**src/rtl/secded_pkg.sv**
```systemverilog
package secded_pkg;

  typedef enum logic [1:0] {
    CLS_NONE   = 2'd0,
    CLS_CORR   = 2'd1,
    CLS_UNCORR = 2'd2
  } err_cls_e;

  // number of position-coded check bits for a data width
  function automatic int ham_bits(input int dw);
    int k;
    k = 1;
    while ((1 << k) < dw + k + 1) k++;
    return k;
  endfunction

  // codeword position of data bit idx (powers of two hold check bits)
  function automatic int data_pos(input int idx);
    int p;
    int cnt;
    p   = 0;
    cnt = -1;
    while (cnt < idx) begin
      p++;
      if ((p & (p - 1)) != 0) cnt++;
    end
    return p;
  endfunction

endpackage

```
**src/rtl/secded_hamming.sv**
```systemverilog
module secded_hamming #(
  parameter int DATA_W = 256,
  parameter int ADDR_W = 32,
  parameter int HAM_W  = 9
) (
  input  logic [DATA_W-1:0] data,
  input  logic [ADDR_W-1:0] addr,
  output logic [HAM_W-1:0]  ham
);
  import secded_pkg::*;

  logic [HAM_W-1:0] dcol [DATA_W];
  logic [HAM_W-1:0] acol [ADDR_W];

  // each data bit contributes its codeword position
  for (genvar i = 0; i < DATA_W; i++) begin : g_dcol
    localparam int POS = data_pos(i);
    assign dcol[i] = data[i] ? HAM_W'(POS) : '0;
  end

  // each address bit contributes a distinct nonzero column
  for (genvar j = 0; j < ADDR_W; j++) begin : g_acol
    assign acol[j] = addr[j] ? HAM_W'(j + 1) : '0;
  end

  always_comb begin
    ham = '0;
    for (int i = 0; i < DATA_W; i++) ham = ham ^ dcol[i];
    for (int j = 0; j < ADDR_W; j++) ham = ham ^ acol[j];
  end

endmodule

```
**src/rtl/secded_encoder.sv**
```systemverilog
module secded_encoder #(
  parameter int DATA_W = 256,
  parameter int ADDR_W = 32,
  parameter int HAM_W  = 9,
  parameter int CHK_W  = 10,
  parameter int SEL_W  = 8
) (
  input  logic [DATA_W-1:0] data,
  input  logic [ADDR_W-1:0] addr,
  input  logic              inj_en,
  input  logic              inj_double,
  input  logic              inj_in_check,
  input  logic [SEL_W-1:0]  inj_bit_a,
  input  logic [SEL_W-1:0]  inj_bit_b,
  output logic [DATA_W-1:0] mem_data,
  output logic [CHK_W-1:0]  mem_chk
);

  logic [HAM_W-1:0]  ham;
  logic              overall;
  logic [CHK_W-1:0]  chk_clean;
  logic [DATA_W-1:0] dmask;
  logic [CHK_W-1:0]  cmask;

  secded_hamming #(
    .DATA_W (DATA_W),
    .ADDR_W (ADDR_W),
    .HAM_W  (HAM_W)
  ) u_gen (
    .data (data),
    .addr (addr),
    .ham  (ham)
  );

  assign overall   = (^data) ^ (^ham);
  assign chk_clean = {overall, ham};

  // injection masks: one or two selected bits in the chosen field
  for (genvar i = 0; i < DATA_W; i++) begin : g_dmask
    assign dmask[i] = inj_en & ~inj_in_check &
                      ((inj_bit_a == SEL_W'(i)) | (inj_double & (inj_bit_b == SEL_W'(i))));
  end

  for (genvar k = 0; k < CHK_W; k++) begin : g_cmask
    assign cmask[k] = inj_en & inj_in_check &
                      ((inj_bit_a == SEL_W'(k)) | (inj_double & (inj_bit_b == SEL_W'(k))));
  end

  assign mem_data = data ^ dmask;
  assign mem_chk  = chk_clean ^ cmask;

endmodule

```
**src/rtl/secded_decoder.sv**
```systemverilog
module secded_decoder #(
  parameter int DATA_W = 256,
  parameter int ADDR_W = 32,
  parameter int HAM_W  = 9,
  parameter int CHK_W  = 10
) (
  input  logic              clk,
  input  logic              rst_sn,
  input  logic              rd_valid,
  input  logic [DATA_W-1:0] rd_data,
  input  logic [CHK_W-1:0]  rd_chk,
  input  logic [ADDR_W-1:0] rd_addr,
  output logic              out_valid,
  output logic [DATA_W-1:0] out_data,
  output logic              out_ce,
  output logic              out_ue,
  output logic [ADDR_W-1:0] out_err_addr
);
  import secded_pkg::*;

  localparam int LAST_POS = DATA_W + HAM_W;

  logic [HAM_W-1:0]  ham_rx;
  logic [HAM_W-1:0]  syn;
  logic              par_odd;
  logic              syn_zero;
  logic              syn_in_range;
  err_cls_e          cls;
  logic [DATA_W-1:0] flip;

  logic              valid_d, ce_d, ue_d;
  logic [DATA_W-1:0] data_d;
  logic [ADDR_W-1:0] eaddr_d;
  logic              valid_q, ce_q, ue_q;
  logic [DATA_W-1:0] data_q;
  logic [ADDR_W-1:0] eaddr_q;

  secded_hamming #(
    .DATA_W (DATA_W),
    .ADDR_W (ADDR_W),
    .HAM_W  (HAM_W)
  ) u_gen (
    .data (rd_data),
    .addr (rd_addr),
    .ham  (ham_rx)
  );

  assign syn          = ham_rx ^ rd_chk[HAM_W-1:0];
  assign par_odd      = (^rd_data) ^ (^rd_chk);
  assign syn_zero     = (syn == '0);
  assign syn_in_range = (syn <= HAM_W'(LAST_POS));

  always_comb begin
    if (!par_odd) cls = syn_zero ? CLS_NONE : CLS_UNCORR;
    else          cls = (syn_zero || syn_in_range) ? CLS_CORR : CLS_UNCORR;
  end

  // flip the data bit the syndrome points at (odd parity only)
  for (genvar i = 0; i < DATA_W; i++) begin : g_flip
    localparam int POS = data_pos(i);
    assign flip[i] = par_odd & (syn == HAM_W'(POS));
  end

  // next state
  always_comb begin
    valid_d = rd_valid;
    ce_d    = rd_valid & (cls == CLS_CORR);
    ue_d    = rd_valid & (cls == CLS_UNCORR);
    data_d  = rd_data ^ flip;
    eaddr_d = (cls != CLS_NONE) ? rd_addr : '0;
  end

  // control registers
  always_ff @(posedge clk or negedge rst_sn) begin
    if (!rst_sn) begin
      valid_q <= 1'b0;
      ce_q    <= 1'b0;
      ue_q    <= 1'b0;
    end else begin
      valid_q <= valid_d;
      ce_q    <= ce_d;
      ue_q    <= ue_d;
    end
  end

  // payload registers, loaded on a read only
  always_ff @(posedge clk) begin
    if (rd_valid) begin
      data_q  <= data_d;
      eaddr_q <= eaddr_d;
    end
  end

  assign out_valid    = valid_q;
  assign out_ce       = ce_q;
  assign out_ue       = ue_q;
  assign out_data     = data_q;
  assign out_err_addr = eaddr_q;

  assert_valid_follows_R2: assert property (@(posedge clk) disable iff (!rst_sn)
    rd_valid |=> out_valid);
  assert_valid_idle_R2: assert property (@(posedge clk) disable iff (!rst_sn)
    !rd_valid |=> !out_valid);
  assert_flags_exclusive_R6: assert property (@(posedge clk) disable iff (!rst_sn)
    !(out_ce && out_ue));
  assert_flags_need_valid_R11: assert property (@(posedge clk) disable iff (!rst_sn)
    (out_ce || out_ue) |-> out_valid);
  assert_clean_passthrough_R3: assert property (@(posedge clk) disable iff (!rst_sn)
    (out_valid && !out_ce && !out_ue) |-> (out_data == $past(rd_data)));
  assert_err_addr_R8: assert property (@(posedge clk) disable iff (!rst_sn)
    (out_ce || out_ue) |-> (out_err_addr == $past(rd_addr)));
  assert_clean_addr_zero_R8: assert property (@(posedge clk) disable iff (!rst_sn)
    (out_valid && !out_ce && !out_ue) |-> (out_err_addr == '0));

endmodule

```
**src/rtl/secded_addr_codec.sv**
```systemverilog
module secded_addr_codec #(
  parameter  int DATA_W = 256,
  parameter  int ADDR_W = 32,
  localparam int HAM_W  = secded_pkg::ham_bits(DATA_W),
  localparam int CHK_W  = HAM_W + 1,
  localparam int SEL_W  = $clog2(DATA_W)
) (
  input  logic              clk,
  input  logic              rst_n,
  input  logic [DATA_W-1:0] wr_data,
  input  logic [ADDR_W-1:0] wr_addr,
  input  logic              inj_en,
  input  logic              inj_double,
  input  logic              inj_in_check,
  input  logic [SEL_W-1:0]  inj_bit_a,
  input  logic [SEL_W-1:0]  inj_bit_b,
  output logic [DATA_W-1:0] wr_mem_data,
  output logic [CHK_W-1:0]  wr_mem_chk,
  input  logic              rd_valid,
  input  logic [DATA_W-1:0] rd_data,
  input  logic [CHK_W-1:0]  rd_chk,
  input  logic [ADDR_W-1:0] rd_addr,
  output logic              out_valid,
  output logic [DATA_W-1:0] out_data,
  output logic              out_ce,
  output logic              out_ue,
  output logic [ADDR_W-1:0] out_err_addr
);

  logic [1:0] rst_sync;
  logic       rst_sn;

  // asynchronous assert, synchronous release
  always_ff @(posedge clk or negedge rst_n) begin
    if (!rst_n) rst_sync <= 2'b00;
    else        rst_sync <= {rst_sync[0], 1'b1};
  end
  assign rst_sn = rst_sync[1];

  secded_encoder #(
    .DATA_W (DATA_W),
    .ADDR_W (ADDR_W),
    .HAM_W  (HAM_W),
    .CHK_W  (CHK_W),
    .SEL_W  (SEL_W)
  ) u_enc (
    .data         (wr_data),
    .addr         (wr_addr),
    .inj_en       (inj_en),
    .inj_double   (inj_double),
    .inj_in_check (inj_in_check),
    .inj_bit_a    (inj_bit_a),
    .inj_bit_b    (inj_bit_b),
    .mem_data     (wr_mem_data),
    .mem_chk      (wr_mem_chk)
  );

  secded_decoder #(
    .DATA_W (DATA_W),
    .ADDR_W (ADDR_W),
    .HAM_W  (HAM_W),
    .CHK_W  (CHK_W)
  ) u_dec (
    .clk          (clk),
    .rst_sn       (rst_sn),
    .rd_valid     (rd_valid),
    .rd_data      (rd_data),
    .rd_chk       (rd_chk),
    .rd_addr      (rd_addr),
    .out_valid    (out_valid),
    .out_data     (out_data),
    .out_ce       (out_ce),
    .out_ue       (out_ue),
    .out_err_addr (out_err_addr)
  );

  assert_no_inject_passthrough_R1: assert property (@(posedge clk) disable iff (!rst_sn)
    !inj_en |-> (wr_mem_data == wr_data));
  assert_single_data_flip_R9: assert property (@(posedge clk) disable iff (!rst_sn)
    (inj_en && !inj_double && !inj_in_check) |-> ($countones(wr_mem_data ^ wr_data) == 1));
  assert_double_data_flip_R10: assert property (@(posedge clk) disable iff (!rst_sn)
    (inj_en && inj_double && !inj_in_check && (inj_bit_a != inj_bit_b))
      |-> ($countones(wr_mem_data ^ wr_data) == 2));
  assert_check_inject_spares_data_R9: assert property (@(posedge clk) disable iff (!rst_sn)
    (inj_en && inj_in_check) |-> (wr_mem_data == wr_data));

endmodule

```
**config.mk**
```make
export PLATFORM = sky130hd
export DESIGN_NAME = secded_addr_codec
export DESIGN_NICKNAME = d
export VERILOG_FILES = /design/src/rtl/secded_pkg.sv /design/src/rtl/secded_hamming.sv /design/src/rtl/secded_encoder.sv /design/src/rtl/secded_decoder.sv /design/src/rtl/secded_addr_codec.sv
export SDC_FILE = /design/constraint.sdc
export NUM_CORES = 2
export LEC_CHECK = 0
export ABC_CLOCK_PERIOD_IN_PS = 5050
export BUFFER_PORTS_ARGS = -buffer_cell sky130_fd_sc_hd__buf_4
export CAP_MARGIN = 20
export CELL_PAD_IN_SITES_DETAIL_PLACEMENT = 1
export CELL_PAD_IN_SITES_GLOBAL_PLACEMENT = 2
export CORE_AREA = 4 4 446 448
export CTS_CLUSTER_SIZE = 40
export DETAILED_ROUTE_END_ITERATION = 10
export DIE_AREA = 0 0 450 452
export HOLD_SLACK_MARGIN = 0.03
export PLACE_DENSITY_LB_ADDON = 0.1
export SLEW_MARGIN = 20
export SYNTH_ARGS = -nofsm -noshare
export SYNTH_HDL_FRONTEND = slang
export SYNTH_SLANG_ARGS = --single-unit
```
**constraint.sdc**
```tcl
create_clock -name clk -period 5.05 [get_ports clk]
set_input_delay 0 -clock clk [delete_from_list [all_inputs] [get_ports clk]]
set_output_delay 0 -clock clk [all_outputs]
set_load 0.03 [all_outputs]
```
==> parameters.txt <==
Parameter                              Value

Yosys
  Post-synthesis instance total ... around 3.1k
  Number of warnings printed during yosys synthesis ... 0
  FF+latch count, synth ... around 290
  Proportion of register bits with asynchronous set or reset after synthesis ... 0.0171
  Flip-flop cell with the highest count after synthesis ... edfxtp_1
  Cell area after synthesis ... roughly 31,000 um2
  Sequential-to-total area share from yosys stat ... 0.287
  Nets in the synthesized netlist ... between 3k and 4k
  Post-synth EDFFs ... ~290
  Post-Syn Area per Cell ... between 9 and 10 um2
  Distinct cell type count of the synthesized netlist ... between 40 and 50

Global route
  First-pass GRT wire length ... 332 mm
  Total global routing overflow ... 0
  Pin count of the biggest net entering global routing ... between 100 and 150
  Initial antenna violation count ... 51
  GRT Resource Usage Total ... 0.245
  Vias in the first global route ... 32.0k

Routing
  Residual DRC count ... 0
  DRC violation total after the first TritonRoute iteration ... roughly 1.9k
  Total vias in the final route ... 29.7k
  Remaining number of nets flagged by the antenna check after routing ... 0
  WL final ... about 260 mm
  Average wire per standard cell ... around 36 um
  Number of vias per cell ... ~4.1
  First-pass DRT Iterations ... 5

Power and ir drop
  Peak supply drop ... roughly 2000 uV
  Ratio of total power to cell area ... 880 nW/um2
  Static power due to leakage ... about 0.018 uW

STA
  Unrepaired setup endpoints after global routing ... false
  Max-slew headroom ... 0.208
  Setup violation total in the final timing report ... 0
  Fmax ... 225 MHz
  Slack of the critical path ... just over 600 ps
  Summed negative setup slack over all endpoints ... 0 ps
  Hold Fails Final Rpt ... 0
  Worst-Margin Slew ... around 1200 ps
  Period utilisation layout ... 0.880
  Shortest period the worst path allows ... 4440 ps
  Worst clock skew on the final layout ... around 0.15 ps
  Final-report max-slew violation count ... 0

Layout
  Net count, final ... between 5k and 6k
  Synthesis-to-finish area growth ... 55.5%
  Layout cells sized above 1 ... 0.311
  Commonest non-fill, non-tap cell in the layout ... buf_4
  Fillers ... approximately 22k
  Commonest non-fill, non-tap cells in the layout ... buf_4, xnor2_1, xor2_1, nand2_1, dlygate4sd3_1

Die
  Width of the chip ... 450 um
  Area of the die ... between 200,000 and 250,000 um2
  Die Y-Extent ... 452 um
  Placeable Area ... between 150,000 and 200,000 um2
  Number of ports placed on the die boundary ... around 1.2k
  Std-Cell Rows ... about 160
  Effective utilization at floorplan ... 0.157

Placed design
  HPWL after DPL ... 223 mm
  Buffers added on ports ... around 1.2k
  Routability cong. ... ~0.86
  Worst setup slack before clock tree synthesis ... between 300 and 400 ps

Job
  Max cap viols ... 0

Clock tree
  Post CTS Setup Buffer Count ... 0
  TritonCTS clock tree ... yes
  Clock root buffer ... clkbuf_16
  PostCTS Resize Cnt ... 0
  Clock buffer count from CTS ... 40
  Clk buf depth ... 3
  Clk slew on worst S/H paths ... roughly 50 ps
  Total number of H-tree levels ... 2
  Clock latency reported for the late side of the worst-skew pair ... a little over 600 ps
  Clock sink count ... 293
  Hold-fix buffer count after cts ... 291

Worst setup path
  Cell with the largest stage delay on the worst path ... xnor3_4
  Critical path fanouts, max ... 10
  Launch point of the worst path ... rd_data[103]
  WP data required ... ~5600 ps
  Data arrival at the endpoint of the critical path ... 4990 ps
  Setup CP Type ... primary input to flip-flop
  Crit path largest cell delay ... 680 ps
  Startpoint Class ... primary input
  Reg-to-reg critical path startpoint ... rst_sync[0]
  Critical path capture point type ... flip-flop
  Ordered list of cells on the worst path ... dlygate4sd3_1 > buf_4 > xnor2_1 > xnor2_1 > buf_4 > xnor3_1 > xnor2_1 > xnor3_1 > xnor3_4 > nand2_4 > and4bb_1 > buf_4 > a21oi_1 > and3_1

Min path
  Worst hold path type ... flip-flop to asynchronous set/reset pin

Run status
  Status ... complete, no violations
-- cell families after synthesis --
kind of cell           Yosys count  synth area share
buffers and inverters          162            0.0216
other                            1          0.000123
flip-flops                     293             0.287
multiplexers                     1          0.000328
AO/OA/AOI/OAI                  262            0.0626
XOR/XNOR                      1646             0.517
AND/OR/NAND/NOR                742             0.111
-- through the flow --
stage / utilization / total power [uW] / std cells / instance area [um2] / hold slack (ps)
after floorplan: - / 20300 / 3107 / 30500 / -296
after global placement: 0.222 / 39200 / 6794 / 43200 / -215
after detailed placement: 0.222 / 39200 / 6794 / 43200 / -214
after CTS: 0.244 / 42500 / 7157 / 47400 / 77.2
after global routing: 0.244 / 43000 / 7167 / 47400 / 83.3
final: 0.244 / 41800 / 7181 / 47500 / 69.7
-- cells in the mapped netlist (18+ instances only) --
master    instances  area share
xnor2_1        1185        0.34
xor2_1          360        0.10
nand2_1         295       0.036
edfxtp_1        288        0.28
nor2_1          274       0.034
a22oi_1         224       0.055
clkbuf_1        124       0.015
xnor3_1          85       0.063
nand3_1          41      0.0067
and2_1           34      0.0070
o22ai_1          32      0.0066
and3_1           18      0.0037
nand2b_1         18      0.0037
nor3_1           18      0.0029
-- report_power, final --
| part | switching, uW | leakage [uW] | internal (uW) |
|---|---|---|---|
| combinational | 23800 | 0.0145 | 11800 |
| sequential | 155 | 0.00288 | 3150 |
| clock | 1300 | 0.000609 | 1630 |
| total | 25200 | 0.0179 | 16500 |
-- state kept, by name, indices dropped and copies added (netlist names) --
signal / flops
u_dec.out_ue: 1
u_dec.out_err_addr: 32
u_dec.out_data: 256
u_dec.out_valid: 1
u_dec.out_ce: 1
rst_sync: 2
-- worst paths after layout --
check | to | slack (ps) | depth (start not counted)
max | u_dec.out_ue | 610 | 14
min | u_dec.out_valid | 70 | 0
max reg2reg | rst_sync[1] | 4580 | 0
min reg2reg | u_dec.out_valid | 70 | 0
max in group asynchronous | rst_sync[0] | 4700 | 3
min in group clk | u_dec.out_err_addr[0] | 230 | 3
-- layout make-up --
class                           instances  area [um2]  area share
Timing Repair Buffer                 1596       12900       0.271
Sequential cell                       293        8770       0.185
Multi-Input combinational cell       2652       21300       0.449
Clock inverter                         23         240     0.00506
Antenna cell                           24        60.1     0.00126
Tap cell                             2542        3180      0.0670
Clock buffer                           49        1030      0.0218
Inverter                                2        7.51    0.000158
-- worst max-delay path, delay by kind of cell --
family                 cells  cell delay (ps)
buffers and inverters      4             1130
AND/OR/NAND/NOR            3              720
XOR/XNOR                   6             2520
AO/OA/AOI/OAI              1              590
-- routing by layer --
layer  GRT usage  vias to the layer above  wire length [um]
met2       0.491                      985            145000
met5           0                        -               144
met3      0.0401                      245             11400
met1       0.260                    15200             95700
li1            -                    13200                 -
met4      0.0690                       22              8700
(Power assumes the default switching activity.)
